## src/rtl/mode_ctl_pkg.sv

```systemverilog
package mode_ctl_pkg;
  localparam int unsigned IDX_W  = 32;
  localparam int unsigned HALF_W = 32;

  localparam logic [IDX_W-1:0] IDX_FEAT = 32'hC000_0080;
  localparam logic [IDX_W-1:0] IDX_CTL0 = 32'h0000_0C00;
  localparam logic [IDX_W-1:0] IDX_ROOT = 32'h0000_0C03;
  localparam logic [IDX_W-1:0] IDX_CTL4 = 32'h0000_0C04;

  localparam int unsigned FEAT_SCE_BIT = 0;
  localparam int unsigned FEAT_LME_BIT = 8;
  localparam int unsigned FEAT_LMA_BIT = 10;
  localparam int unsigned FEAT_NXE_BIT = 11;
  localparam int unsigned CTL0_PE_BIT  = 0;
  localparam int unsigned CTL0_PG_BIT  = 31;
  localparam int unsigned CTL4_PAE_BIT = 5;

  typedef enum logic [2:0] {
    SEL_NONE, SEL_FEAT, SEL_CTL0, SEL_ROOT, SEL_CTL4
  } sel_e;

  typedef enum logic [1:0] {
    MODE_REAL = 2'd0,
    MODE_PROT = 2'd1,
    MODE_LONG = 2'd2
  } mode_e;

  // held mode-control bits
  typedef struct packed {
    logic sce;
    logic lme;
    logic lma;
    logic nxe;
    logic pe;
    logic pg;
    logic pae;
  } ctl_t;

  // writable bits extracted from write data
  typedef struct packed {
    logic sce;
    logic lme;
    logic nxe;
    logic pe;
    logic pg;
    logic pae;
  } wr_t;
endpackage

```

## src/rtl/mode_ctl_decode.sv

```systemverilog
module mode_ctl_decode
  import mode_ctl_pkg::*;
#(
  parameter int unsigned IW = IDX_W
) (
  input  logic [IW-1:0] idx_i,
  output sel_e          sel_o
);
  always_comb begin
    unique case (idx_i)
      IDX_FEAT: sel_o = SEL_FEAT;
      IDX_CTL0: sel_o = SEL_CTL0;
      IDX_ROOT: sel_o = SEL_ROOT;
      IDX_CTL4: sel_o = SEL_CTL4;
      default:  sel_o = SEL_NONE;
    endcase
  end
endmodule

```

## src/rtl/mode_ctl_check.sv

```systemverilog
module mode_ctl_check
  import mode_ctl_pkg::*;
(
  input  sel_e       sel_i,
  input  logic       we_i,
  input  logic [1:0] priv_i,
  input  ctl_t       cur_i,
  input  wr_t        wr_i,
  output logic       fault_o,
  output logic       root_we_o,
  output ctl_t       nxt_o
);
  always_comb begin
    nxt_o     = cur_i;
    fault_o   = 1'b0;
    root_we_o = 1'b0;
    if (priv_i != 2'd0) begin
      fault_o = 1'b1;
    end else if (sel_i == SEL_NONE) begin
      fault_o = 1'b1;
    end else if (we_i) begin
      unique case (sel_i)
        SEL_FEAT: begin
          if (cur_i.pg && (wr_i.lme != cur_i.lme)) begin
            fault_o = 1'b1;
          end else begin
            nxt_o.sce = wr_i.sce;
            nxt_o.lme = wr_i.lme;
            nxt_o.nxe = wr_i.nxe;
          end
        end
        SEL_CTL0: begin
          if (wr_i.pg && !wr_i.pe) begin
            fault_o = 1'b1;                       // paging needs protection
          end else if (wr_i.pg && !cur_i.pg && cur_i.lme && !cur_i.pae) begin
            fault_o = 1'b1;                       // extension must precede paging
          end else begin
            nxt_o.pe = wr_i.pe;
            nxt_o.pg = wr_i.pg;
            if (!wr_i.pg)
              nxt_o.lma = 1'b0;
            else if (!cur_i.pg)
              nxt_o.lma = cur_i.lme & cur_i.pae;
          end
        end
        SEL_CTL4: begin
          if (cur_i.lma && !wr_i.pae) fault_o = 1'b1;
          else                        nxt_o.pae = wr_i.pae;
        end
        SEL_ROOT: root_we_o = 1'b1;
        default:  fault_o = 1'b1;
      endcase
    end
  end
endmodule

```

## src/rtl/mode_ctl_regs.sv

```systemverilog
module mode_ctl_regs
  import mode_ctl_pkg::*;
#(
  parameter int unsigned HW = HALF_W
) (
  input  logic          clk_i,
  input  logic          rst_ni,
  input  logic          req_i,
  input  logic          we_i,
  input  logic [1:0]    priv_i,
  input  sel_e          sel_i,
  input  logic          fault_i,
  input  logic          root_we_i,
  input  ctl_t          nxt_i,
  input  logic [HW-1:0] wr_lo_i,
  input  logic [HW-1:0] wr_hi_i,
  output ctl_t          ctl_o,
  output logic [HW-1:0] rd_lo_o,
  output logic [HW-1:0] rd_hi_o,
  output logic          fault_o
);
  localparam int unsigned DW = 2 * HW;

  ctl_t          ctl_q;
  logic [DW-1:0] root_q;
  logic [DW-1:0] rd_val;

  always_comb begin
    rd_val = '0;
    unique case (sel_i)
      SEL_FEAT: begin
        rd_val[FEAT_SCE_BIT] = ctl_q.sce;
        rd_val[FEAT_LME_BIT] = ctl_q.lme;
        rd_val[FEAT_LMA_BIT] = ctl_q.lma;
        rd_val[FEAT_NXE_BIT] = ctl_q.nxe;
      end
      SEL_CTL0: begin
        rd_val[CTL0_PE_BIT] = ctl_q.pe;
        rd_val[CTL0_PG_BIT] = ctl_q.pg;
      end
      SEL_CTL4: rd_val[CTL4_PAE_BIT] = ctl_q.pae;
      SEL_ROOT: rd_val = root_q;
      default:  rd_val = '0;
    endcase
  end

  always_ff @(posedge clk_i or negedge rst_ni) begin
    if (!rst_ni) begin
      ctl_q   <= '0;
      root_q  <= '0;
      rd_lo_o <= '0;
      rd_hi_o <= '0;
      fault_o <= 1'b0;
    end else begin
      fault_o <= req_i & fault_i;
      if (req_i && !fault_i) begin
        if (we_i) begin
          ctl_q <= nxt_i;
          if (root_we_i) root_q <= {wr_hi_i, wr_lo_i};
        end else begin
          rd_lo_o <= rd_val[HW-1:0];
          rd_hi_o <= rd_val[DW-1:HW];
        end
      end
    end
  end

  assign ctl_o = ctl_q;

  p_lma_needs_all_r7: assert property (@(posedge clk_i) disable iff (!rst_ni)
    ctl_q.lma |-> (ctl_q.pg && ctl_q.pe && ctl_q.lme && ctl_q.pae));

  p_pg_needs_pe_r9: assert property (@(posedge clk_i) disable iff (!rst_ni)
    ctl_q.pg |-> ctl_q.pe);

  p_lme_frozen_r8: assert property (@(posedge clk_i) disable iff (!rst_ni)
    ctl_q.pg |=> (ctl_q.lme == $past(ctl_q.lme)));

  p_priv_no_change_r4: assert property (@(posedge clk_i) disable iff (!rst_ni)
    (req_i && priv_i != 2'd0) |=> ($stable(ctl_q) && $stable(root_q) && fault_o));

  p_lma_falls_with_pg_r7: assert property (@(posedge clk_i) disable iff (!rst_ni)
    $fell(ctl_q.pg) |-> !ctl_q.lma);
endmodule

```

## src/rtl/mode_ctl_seq.sv

```systemverilog
module mode_ctl_seq
  import mode_ctl_pkg::*;
#(
  parameter int unsigned IW = IDX_W,
  parameter int unsigned HW = HALF_W
) (
  input  logic          clk_i,
  input  logic          rst_ni,
  input  logic          req_i,
  input  logic          we_i,
  input  logic [1:0]    priv_i,
  input  logic [IW-1:0] idx_i,
  input  logic [HW-1:0] wr_lo_i,
  input  logic [HW-1:0] wr_hi_i,
  output logic [HW-1:0] rd_lo_o,
  output logic [HW-1:0] rd_hi_o,
  output logic          fault_o,
  output logic [1:0]    mode_o
);
  sel_e sel;
  ctl_t ctl, nxt;
  wr_t  wr;
  logic chk_fault, root_we;

  assign wr.sce = wr_lo_i[FEAT_SCE_BIT];
  assign wr.lme = wr_lo_i[FEAT_LME_BIT];
  assign wr.nxe = wr_lo_i[FEAT_NXE_BIT];
  assign wr.pe  = wr_lo_i[CTL0_PE_BIT];
  assign wr.pg  = wr_lo_i[CTL0_PG_BIT];
  assign wr.pae = wr_lo_i[CTL4_PAE_BIT];

  mode_ctl_decode #(.IW(IW)) u_decode (
    .idx_i (idx_i),
    .sel_o (sel)
  );

  mode_ctl_check u_check (
    .sel_i     (sel),
    .we_i      (we_i),
    .priv_i    (priv_i),
    .cur_i     (ctl),
    .wr_i      (wr),
    .fault_o   (chk_fault),
    .root_we_o (root_we),
    .nxt_o     (nxt)
  );

  mode_ctl_regs #(.HW(HW)) u_regs (
    .clk_i     (clk_i),
    .rst_ni    (rst_ni),
    .req_i     (req_i),
    .we_i      (we_i),
    .priv_i    (priv_i),
    .sel_i     (sel),
    .fault_i   (chk_fault),
    .root_we_i (root_we),
    .nxt_i     (nxt),
    .wr_lo_i   (wr_lo_i),
    .wr_hi_i   (wr_hi_i),
    .ctl_o     (ctl),
    .rd_lo_o   (rd_lo_o),
    .rd_hi_o   (rd_hi_o),
    .fault_o   (fault_o)
  );

  always_comb begin
    if (ctl.lma)     mode_o = MODE_LONG;
    else if (ctl.pe) mode_o = MODE_PROT;
    else             mode_o = MODE_REAL;
  end

  p_mode_legal_r12: assert property (@(posedge clk_i) disable iff (!rst_ni)
    mode_o != 2'd3);

  p_fault_pulse_r13: assert property (@(posedge clk_i) disable iff (!rst_ni)
    !req_i |=> !fault_o);
endmodule

```

## config.mk

```make
export PLATFORM = sky130hd
export DESIGN_NAME = mode_ctl_seq
export DESIGN_NICKNAME = d
export VERILOG_FILES = /design/src/rtl/mode_ctl_pkg.sv /design/src/rtl/mode_ctl_decode.sv /design/src/rtl/mode_ctl_check.sv /design/src/rtl/mode_ctl_regs.sv /design/src/rtl/mode_ctl_seq.sv
export SDC_FILE = /design/constraint.sdc
export NUM_CORES = 1
export LEC_CHECK = 0
export BUFFER_PORTS_ARGS = -buffer_cell sky130_fd_sc_hd__buf_2
export CORE_MARGIN = 5
export CORE_UTILIZATION = 40
export CTS_CLUSTER_SIZE = 30
export DETAILED_ROUTE_END_ITERATION = 12
export RECOVER_POWER = 50
export SYNTH_ARGS = -nofsm -noshare
export SYNTH_HDL_FRONTEND = slang
export SYNTH_HIERARCHICAL = 1
export SYNTH_SLANG_ARGS = --single-unit
export TNS_END_PERCENT = 20
```

## constraint.sdc

```tcl
create_clock -name clk_i -period 2.7 [get_ports clk_i]
set_input_delay 0.27 -clock clk_i [delete_from_list [all_inputs] [get_ports clk_i]]
set_output_delay 0.27 -clock clk_i [all_outputs]
set_load 0.01 [all_outputs]
```

==> out/results.ini, run 1 <==
[clock_tree]
cts_setup_buffers = 0
clkLatencyLatePin_ns = 0.41
ctsResizeCount = 0
cts_buffers = 17
cts_tree = yes
cts_buffer_depth = 2
clk_pin_slew_ns = 0.06
htreeDepth = 4
cts_root_buf = clkbuf_16
clock-sinks = 136
cts_hold_buf = 1

[synthesis]
synth_most_common_cell = dfrtp_1
yosysSeqAreaShare_pct = 61.92
async_flop_share_pct = 100.0
syn_area_um2 = 5497
netlist_top_cells_count = 136 x dfrtp_1, 73 x mux2_2, 58 x a22o_1
synth.top_cells.by_area = dfrtp_1 62%, mux2_2 15%, a22o_1 9.2%
postSynthCellCount = 378
synth-seq-cells = 136
synth_top_area_share_pct = 61.92
yosysWarningCount = 6
synth-main-ff-cell = dfrtp_1
synth-edff-count = 0
synth_nets = 480
ys_types = 51
synth_top_area_cell = dfrtp_1
syn_area_per_cell_um2 = 14.54

[global_routing]
antenna_found_initial = 0
overflow = 0
grtUsageMet3_pct = 5.301
grt_use_total_pct = 16.75
grt.busiest_layer = met2
grt_pass1_vias = 4157
grt_max_degree = 65
use_met1_pct = 21.69
grt_first_pass_wirelength_um = 21410
grt_use_met2_pct = 26.62

[timing]
totalNegativeSetupSlack_ns = 0
hold_viol_final = 0
max_freq_ghz = 0.3906
fin_crit_ns = 2.560
drv_slew = 64
finalCritPeriodShare_pct = 94.82
slew_headroom_pct = -7.439
report.final.setup_viol = 0
clock-skew-final_ns = 0.007541
worst_pin_slew_ns = 1.612
rsz0062_at_grt = false

[die]
num_rows = 42
die_area_um2 = 16190
die_h_um = 127.2
initial_core_util_pct = 41.18
ios = 169
die_w_um = 127.2
core_um2 = 13350

[worst_setup_path]
crit_required_ns = 3.04
cp_max_fo = 33
cp.arrival_ns = 2.90
cp-start-kind = input pin
reg2reg_depth = 7
crit_type = input pin to register
end_kind = register
r2r_slack_ns = 0.28

[power_and_ir_drop]
swShare_pct = 21.36
power.internal_mw = 3.427
powerDensity_nw_per_um2 = 600.0
total_leakage_power_nw = 3.636
pwr-share-clk_pct = 49.5
switchingPower_uw = 930.8
ir_drop_mv = 0.3797
combinationalPowerShare_pct = 3.7
pwr-share-seq_pct = 46.8

[routing]
route.vias.total = 3917
wl_per_cell_um = 17.35
finalWirelength_um = 13120
ant_nets = 0
vias_per_cell = 5.181
initialDrtViolationCount = 254
drc = 0
dr.pass1.iters = 4

[layout]
diodes = 0
area_delta_synth_final_pct = 32.14
final_core_util_pct = 54.42
nets = 670
drive_above_1_share_pct = 43.10

[placement]
gp_congestion = 0.9053
dp_hpwl_um = 9328
port-buffer-count = 168

[flow_run]
cap_violations = 1

[hold_path]
hold_path_depth = 2
hp-class = input pin to register

[run_status]
status = finished with violations
failed_checks = capacitance limit, slew limit

==> layout make-up <==
type	count	area [um2]
inverter	5	18.77
timing repair buffer	193	1021
clock buffer	22	464.2
tap	176	220.2
fill	1211	6085
multi-input combinational	215	2042
sequential	136	3403
clock inverter	9	93.84
==> cells by family after synthesis <==
kind of cell | count (synthesis) | synth area share, %
flip-flops | 136 | 61.92
multiplexers | 79 | 16.09
buffers and inverters | 27 | 2.254
AO/OA/AOI/OAI | 76 | 12.02
AND/OR/NAND/NOR | 58 | 7.398
XOR/XNOR | 2 | 0.3187
==> layout by cell type (no fill, tap or decap), types with 2 or more instances in the layout <==
cell type   instances
dfrtp_1           136
buf_2             109
mux2_2             73
clkbuf_1           61
a22o_1             58
buf_4              19
clkbuf_16          17
nand2_1             8
clkinvlp_4          5
inv_1               5
nor4_1              5
buf_12              5
nand4_1             4
nand4b_1            4
nor3_1              4
mux2i_1             4
nor2b_1             3
nand3_1             3
nor4_4              3
nor3_4              3
o21ai_1             3
inv_6               2
clkbuf_8            2
nor4b_1             2
nand2b_1            2
mux2_1              2
o41ai_1             2
and3b_1             2
==> worst max-delay path, cell delays in order <==
cell and delay [ns]:
buf_2 0.13, and3b_2 0.20, nand4b_1 0.14, a211oi_4 0.09, buf_4 0.17, o311ai_0 0.42, nand4_1 0.24, or3b_2 0.57
buf_12 0.20, nor4_1 0.30, a221o_1 0.16
==> final timing paths <==
check	startpoint	endpoint
setup / recovery	idx_i[30]	u_regs/rd_lo_o[5]
hold / removal	wr_hi_i[12]	u_regs/root_q[44]
setup reg to reg	u_regs/ctl_o[4]	u_regs/rd_lo_o[5]
hold reg to reg	u_regs/root_q[20]	u_regs/rd_lo_o[20]
max in group asynchronous	rst_ni	u_regs/root_q[0]
min in group asynchronous	rst_ni	u_regs/root_q[61]
==> state kept, by name (all words and copies together), names as in the netlist <==
register / flops
u_regs/rd_lo_o: 32
u_regs/rd_hi_o: 32
u_regs/ctl_o: 7
u_regs/root_q: 64
u_regs/fault_o: 1
==> power by group through the flow <==
stage               clock [mW]  sequential [mW]  combinational (mW)
floorplan                    0             2.08              0.0170
global placement             0             2.08               0.159
detailed placement           0             2.08               0.163
CTS                       2.22             2.04               0.165
global route              2.32             2.04               0.180
finish                    2.16             2.04               0.160
==> metal layers <==
layer  wire length [um]  vias to the layer above
li1                   -                     1824
met2               6461                      128
met5                  0                        -
met4                197                        0
met1               5630                     1949
met3                828                       16
==> stage by stage <==
step	power [mW]	hold WS, ns	instances	worst slack [ns]	instance area [um2]
2_1_floorplan	2.094	-0.02559	378	-0.02038	5583
3_3_place_gp	2.235	0.2957	724	-0.08560	6774
3_5_place_dp	2.239	0.2952	724	-0.2389	6774
4_1_cts	4.422	0.06728	756	0.1835	7342
5_1_grt	4.538	0.06889	756	0.04931	7263
6_report	4.358	0.08585	756	0.1397	7263
Power figures use the tool's default switching activity.
==> run 2: changes to the inputs <==
CAP_MARGIN = 20   (was default)
CORE_MARGIN = default   (was 5)
CORE_UTILIZATION = 30   (was 40)
==> out/results.ini, run 2 (same netlist as run 1, synthesis figures left out) <==
[layout]
layout_commonest_cell = dfrtp_1
regMostFlops = u_regs/root_q
diodes = 0  ; unchanged
nFillCells = 1727  ; +43%
drive_above_1_share_pct = 43.05  ; -0.050 points
nets = 673  ; +0.45%
final_cell_mix = 136 x dfrtp_1, 104 x buf_2, 73 x mux2_2, 63 x clkbuf_1, 58 x a22o_1
largest_reg_flops = 64  ; unchanged
fin_area_um2 = 7405  ; +1.9%
top_regs = u_regs/root_q: 64 flops, u_regs/rd_hi_o: 32 flops, u_regs/rd_lo_o: 32 flops
area_delta_synth_final_pct = 34.71

[timing]
finalCritPeriodShare_pct = 90.61  ; -4.2 points
worst_pin_slew_ns = 1.224  ; -0.3871 ns
hold_viol_final = 0  ; unchanged
clock-skew-final_ns = 0.006209  ; -0.001332 ns
fin_crit_ns = 2.446  ; -0.1139 ns
drv_slew = 0  ; -100%
rsz0062_at_grt = false
report.final.setup_viol = 0  ; unchanged
slew_headroom_pct = 18.37  ; +26 points
max_freq_ghz = 0.4088  ; +4.7%

[worst_setup_path]
end_kind = register
crit_type = input pin to register
worstReg2RegStart = u_regs/ctl_o[4]
cp-start-kind = input pin
cp.arrival_ns = 2.74  ; -0.16 ns
slowest_stage = or3b_2
cp_max_fo = 29  ; -12%
startpoint = idx_i[9]
path_cells = buf_2, nor4_1, nand2_1, nor3_4, and2b_2, o2111ai_1, nand4_1, or3b_2, buf_4, a22o_1
slowest_delay_ns = 0.57  ; about the same
crit_required_ns = 2.99  ; -0.05 ns

[placement]
port-buffer-count = 168  ; unchanged
placedInstanceArea_um2 = 6913  ; +2.1%
dp_hpwl_um = 9273  ; -0.58%
gp_congestion = 0.8455  ; -6.6%

[clock_tree]
cts_buffer_depth = 2  ; unchanged
cts_buffers = 17  ; unchanged
htreeDepth = 4  ; unchanged
ctsResizeCount = 0  ; unchanged
clk_pin_slew_ns = 0.06  ; about the same
clkLatencyLatePin_ns = 0.41  ; about the same
clock-sinks = 136  ; unchanged
cts_root_buf = clkbuf_16
cts_tree = yes

[global_routing]
overflow = 0  ; unchanged
grt_pass1_vias = 3952  ; -4.9%
antenna_found_initial = 0  ; unchanged
grt_max_degree = 58  ; -11%
grt_use_total_pct = 14.22  ; -2.5 points
grt_first_pass_wirelength_um = 20310  ; -5.2%

[die]
num_rows = 49  ; +17%
die_area_um2 = 18870  ; +17%
die_w_um = 137.4  ; +8.0%
ios = 169  ; unchanged
core_um2 = 17960  ; +35%
die_h_um = 137.4  ; +8.0%
initial_core_util_pct = 30.60  ; -11 points

[run_status]
status = finished, final reports clean

[hold_path]
worstHoldStart = wr_lo_i[23]
hp-class = input pin to register

[routing]
route.vias.total = 3928  ; +0.28%
finalWirelength_um = 13070  ; -0.34%
dr.pass1.iters = 4  ; unchanged
initialDrtViolationCount = 181  ; -29%
ant_nets = 0  ; unchanged
wl_per_cell_um = 16.10  ; -7.2%
vias_per_cell = 4.837  ; -6.6%
drc = 0  ; unchanged

[power_and_ir_drop]
powerDensity_nw_per_um2 = 601.6  ; +0.26%
ir_drop_mv = 0.4272  ; +12%
power.total_mw = 4.454  ; +2.2%
total_leakage_power_nw = 3.665  ; +0.81%

[flow_run]
cap_violations = 0  ; -1

run 2: final timing paths:
path | to | slack [ns] | cells past startpoint
worst max-delay path | u_regs/rd_hi_o[0] | 0.25 | 10
worst min-delay path | u_regs/root_q[23] | 0.09 | 2
worst max register to register | u_regs/rd_hi_o[0] | 0.43 | 6
worst min register to register | u_regs/rd_hi_o[15] | 0.48 | 1
max in group asynchronous | u_regs/root_q[25] | 0.51 | 3
min in group asynchronous | u_regs/rd_hi_o[27] | 0.67 | 2
run 2: timing repair:
item	in CTS	in global routing
hold buffers	1	0
endpoints found under the hold margin	49	0
setup buffers	0	0
run 2: layout make-up:
class / count / area (um2) / area share (%)
clock buffer: 19 / 452.9 / 6.117
inverter: 5 / 18.77 / 0.2535
timing repair buffer: 196 / 1075 / 14.52
multi-input combinational: 215 / 2042 / 27.58
tap: 229 / 286.5 / 3.870
sequential: 136 / 3403 / 45.96
clock inverter: 12 / 126.4 / 1.707
run 2: power by group:
group	total, mW	switching (mW)	internal (mW)
logic	0.154	0.0857	0.0686
registers	2.04	0.000263	2.04
clock network	2.26	0.861	1.40
total	4.45	0.947	3.51
run 2: metal layers:
layer	vias up	routed length (um)	global-route usage, %
met4	0	131	4.762
met2	132	6345	22.87
met3	10	779	4.452
li1	1821	-	-
met5	-	0	0
met1	1965	5816	18.04
run 2: stage by stage:
| stage | TNS (ns) | std cells | util (%) | hold slack, ns | worst slack, ns |
|---|---|---|---|---|---|
| floorplan | -1.204 | 378 | - | -0.02559 | -0.02038 |
| global placement | -10.38 | 780 | 38.48 | 0.2363 | -0.1702 |
| detailed placement | -9.890 | 780 | 38.48 | 0.2455 | -0.2044 |
| CTS | 0 | 812 | 41.76 | 0.06508 | 0.2366 |
| global route | 0 | 812 | 41.22 | 0.07096 | 0.08477 |
| finish | 0 | 812 | 41.22 | 0.08901 | 0.2537 |
run 2: worst max-delay path, delay by kind of cell:
family / cells / cell delay, ns
AO/OA/AOI/OAI: 2 / 0.36
AND/OR/NAND/NOR: 6 / 1.70
buffers and inverters: 2 / 0.37
==> run 3: changes to the inputs <==
ABC_AREA = 1   (was default)
==> out/results.ini, run 3 <==
[placement]
placedInstanceArea_um2 = 7063  ; +2.2%
port-buffer-count = 168  ; unchanged
gp_congestion = 0.8194  ; -3.1%
dp_hpwl_um = 9441  ; +1.8%
place_ws_ns = 0.1591  ; +0.3635 ns

[die]
die_w_um = 141.8  ; +3.2%
die_h_um = 141.8  ; +3.2%
die_area_um2 = 20100  ; +6.5%
initial_core_util_pct = 30.92  ; +0.32 points
core_um2 = 18960  ; +5.5%
num_rows = 50  ; +2.0%
ios = 169  ; unchanged

[power_and_ir_drop]
total_leakage_power_nw = 4.042  ; +10%
ir_drop_mv = 0.4186  ; -2.0%
powerDensity_nw_per_um2 = 599.6  ; -0.33%

[timing]
slew_headroom_pct = -28.12  ; -46 points
worst_pin_slew_ns = 1.922  ; +0.6973 ns
fin_crit_ns = 2.105  ; -0.3413 ns
rsz0062_at_grt = false
max_freq_ghz = 0.4751  ; +16%
clock-skew-final_ns = 0.007270  ; +0.001061 ns
layout_setup_ws_ns = 0.5950  ; +0.3413 ns
hold_viol_final = 0  ; unchanged
finalCritPeriodShare_pct = 77.96  ; -13 points
hold_ws_ns = 0.06747  ; -0.02154 ns
report.final.setup_viol = 0  ; unchanged
drv_slew = 84  ; +84
totalNegativeSetupSlack_ns = 0  ; unchanged

[worst_setup_path]
path_cells = buf_2, nor2_1, nand2_1, nor2_2, nand3_1, nor2_1, nor2_1, nand2_1, and2_1, nand2_1, nor2_4, nand2_2, buf_4, buf_4, nand2_1, nand3_1
cp-start-kind = input pin
cp.arrival_ns = 2.40  ; -0.34 ns
crit_top_cell = nand2_1
end_kind = register
slowest_delay_ns = 0.26  ; -0.31 ns
crit_required_ns = 3.00  ; about the same
crit_type = input pin to register
r2r_slack_ns = 0.62  ; +0.19 ns
slowest_stage = nor2_4
r2r-end = u_regs/rd_lo_o[11]
worstReg2RegStart = u_regs/ctl_o[5]
reg2reg_depth = 14  ; +8
cp_max_fo = 23  ; -21%

[clock_tree]
cts_buffer_depth = 2  ; unchanged
cts_root_buf = clkbuf_16
clk_pin_slew_ns = 0.06  ; about the same
htreeDepth = 4  ; unchanged
clock-sinks = 136  ; unchanged
cts_buffers = 17  ; unchanged
ctsResizeCount = 0  ; unchanged
cts_setup_buffers = 0  ; unchanged
cts_hold_buf = 1  ; unchanged
clkLatencyLatePin_ns = 0.42  ; about the same
cts_tree = yes

[synthesis]
ys_types = 21  ; -59%
yosys.area_share.simple_pct = 24.04  ; +17 points
postSynthCellCount = 703  ; +86%
synth_adder_area_share_pct = 0  ; unchanged
synth-xor-area-share_pct = 0  ; -0.32 points
synth-seq-cells = 136  ; unchanged
synth.top_cells.by_area = dfrtp_1 58%, nand2_1 16%, inv_1 5.7%
yosysSeqAreaShare_pct = 58.07  ; -3.8 points
yosysWarningCount = 6  ; unchanged
synth_most_common_cell = nand2_1
async_flop_share_pct = 100.0  ; unchanged
synth_top_area_share_pct = 58.07  ; -3.8 points
netlist_top_cells_count = 257 x nand2_1, 136 x dfrtp_1, 89 x inv_1
synth_nets = 805  ; +68%
synth-edff-count = 0  ; unchanged
syn_area_per_cell_um2 = 8.337  ; -43%
synthMuxAreaShare_pct = 0  ; -16 points
synth_top_family_by_area = simple AND/OR/NAND/NOR gates
synth_top_area_cell = dfrtp_1
synth-main-ff-cell = dfrtp_1
synth_compound_area_share_pct = 9.543  ; -2.5 points
syn_area_um2 = 5861  ; +6.6%

[layout]
seqCellArea_um2 = 3403  ; unchanged
area_delta_synth_final_pct = 29.33
regMostFlops = u_regs/root_q
drive_above_1_share_pct = 20.32  ; -23 points
largest_reg_flops = 64  ; unchanged
diodes = 0  ; unchanged
nets = 976  ; +45%
multi_input_area_um2 = 1988  ; -2.6%
final_cell_mix = 256 x nand2_1, 136 x dfrtp_1, 102 x buf_2, 89 x inv_1, 66 x clkbuf_1
layout_commonest_cell = nand2_1
top_regs = u_regs/root_q: 64 flops, u_regs/rd_hi_o: 32 flops, u_regs/rd_lo_o: 32 flops
fin_area_um2 = 7580  ; +2.4%
nFillCells = 2008  ; +16%

[global_routing]
antenna_found_initial = 1  ; +1
grt_use_total_pct = 14.85  ; +0.63 points
grt_max_degree = 85  ; +47%
overflow = 0  ; unchanged
grt_pass1_vias = 4677  ; +18%
grt_first_pass_wirelength_um = 23350  ; +15%

[hold_path]
hold_path_depth = 3  ; +1
hold-path-endpoint = u_regs/fault_o
hp-class = input pin to register
worstHoldStart = req_i

[run_status]
failed_checks = capacitance limit, slew limit
status = finished with violations

[routing]
vias_per_cell = 4.208  ; -13%
finalWirelength_um = 13930  ; +6.5%
drc = 0  ; unchanged
wl_per_cell_um = 12.15  ; -25%
ant_nets = 0  ; unchanged
initialDrtViolationCount = 203  ; +12%
dr.pass1.iters = 4  ; unchanged
route.vias.total = 4822  ; +23%

[flow_run]
cap_violations = 1  ; +1

run 3: changes by cell type after synthesis, sizes merged, moves of 6 or more:
cell   previous run  this run
buf              13        21
mux2             75         0
inv               5        91
nor2              1        67
a22o             58         0
nand2             8       259
nor3              7         1
nand3             3        19
a21oi             1        27
nor4              9         0
o21ai             4        69
run 3: area by class of cell:
type / count / area share (%)
flip-flops and latches: 136 / 44.90
multi-input cells: 448 / 26.23
repair buffers: 180 / 12.22
clock buffers: 19 / 5.976
inverters: 91 / 4.506
well taps: 260 / 4.292
clock inverters: 12 / 1.882
run 3: worst max path at each step:
stage               from            endpoint  slack, ns  cells past startpoint
6_report       idx_i[29]  u_regs/rd_lo_o[11]       0.59                     16
5_1_grt           rst_ni   u_regs/root_q[63]       0.18                      2
4_1_cts         idx_i[9]  u_regs/rd_lo_o[11]       0.60                     16
3_5_place_dp    idx_i[9]  u_regs/rd_lo_o[11]       0.16                     16
3_3_place_gp    idx_i[5]  u_regs/rd_lo_o[11]       0.19                     18
2_1_floorplan  idx_i[29]   u_regs/root_q[29]       0.40                     15
run 3: cell families after synthesis:
group / after synthesis
and+or+nand+nor: 352
DFF: 136
buffers and inverters: 119
AOI/OAI and AO/OA: 96
run 3: metrics by stage:
stage | instances | power (mW) | util (%)
floorplan | 703 | 2.108 | -
global placement | 1114 | 2.237 | 37.26
detailed placement | 1114 | 2.238 | 37.26
CTS | 1146 | 4.616 | 40.46
global route | 1146 | 4.714 | 39.99
finish | 1146 | 4.545 | 39.99
run 3: worst max-delay path: cells and delay by family:
kind          cells  cell delay (ns)
simple gates     13             1.63
buf+inv           3             0.50
run 3: routing by layer:
| layer | global-route usage (%) | vias up | share of wire, % |
|---|---|---|---|
| li1 | - | 2499 | - |
| met1 | 19.87 | 2202 | 47 |
| met2 | 22.50 | 105 | 46 |
| met3 | 5.130 | 14 | 5.6 |
| met4 | 4.641 | 2 | 1.1 |
| met5 | 0 | - | 0.057 |
run 3: power breakdown:
part,internal [mW],switching [mW]
logic,0.0671,0.0897
registers,2.04,0.000150
clock network,1.42,0.929
total,3.53,1.02
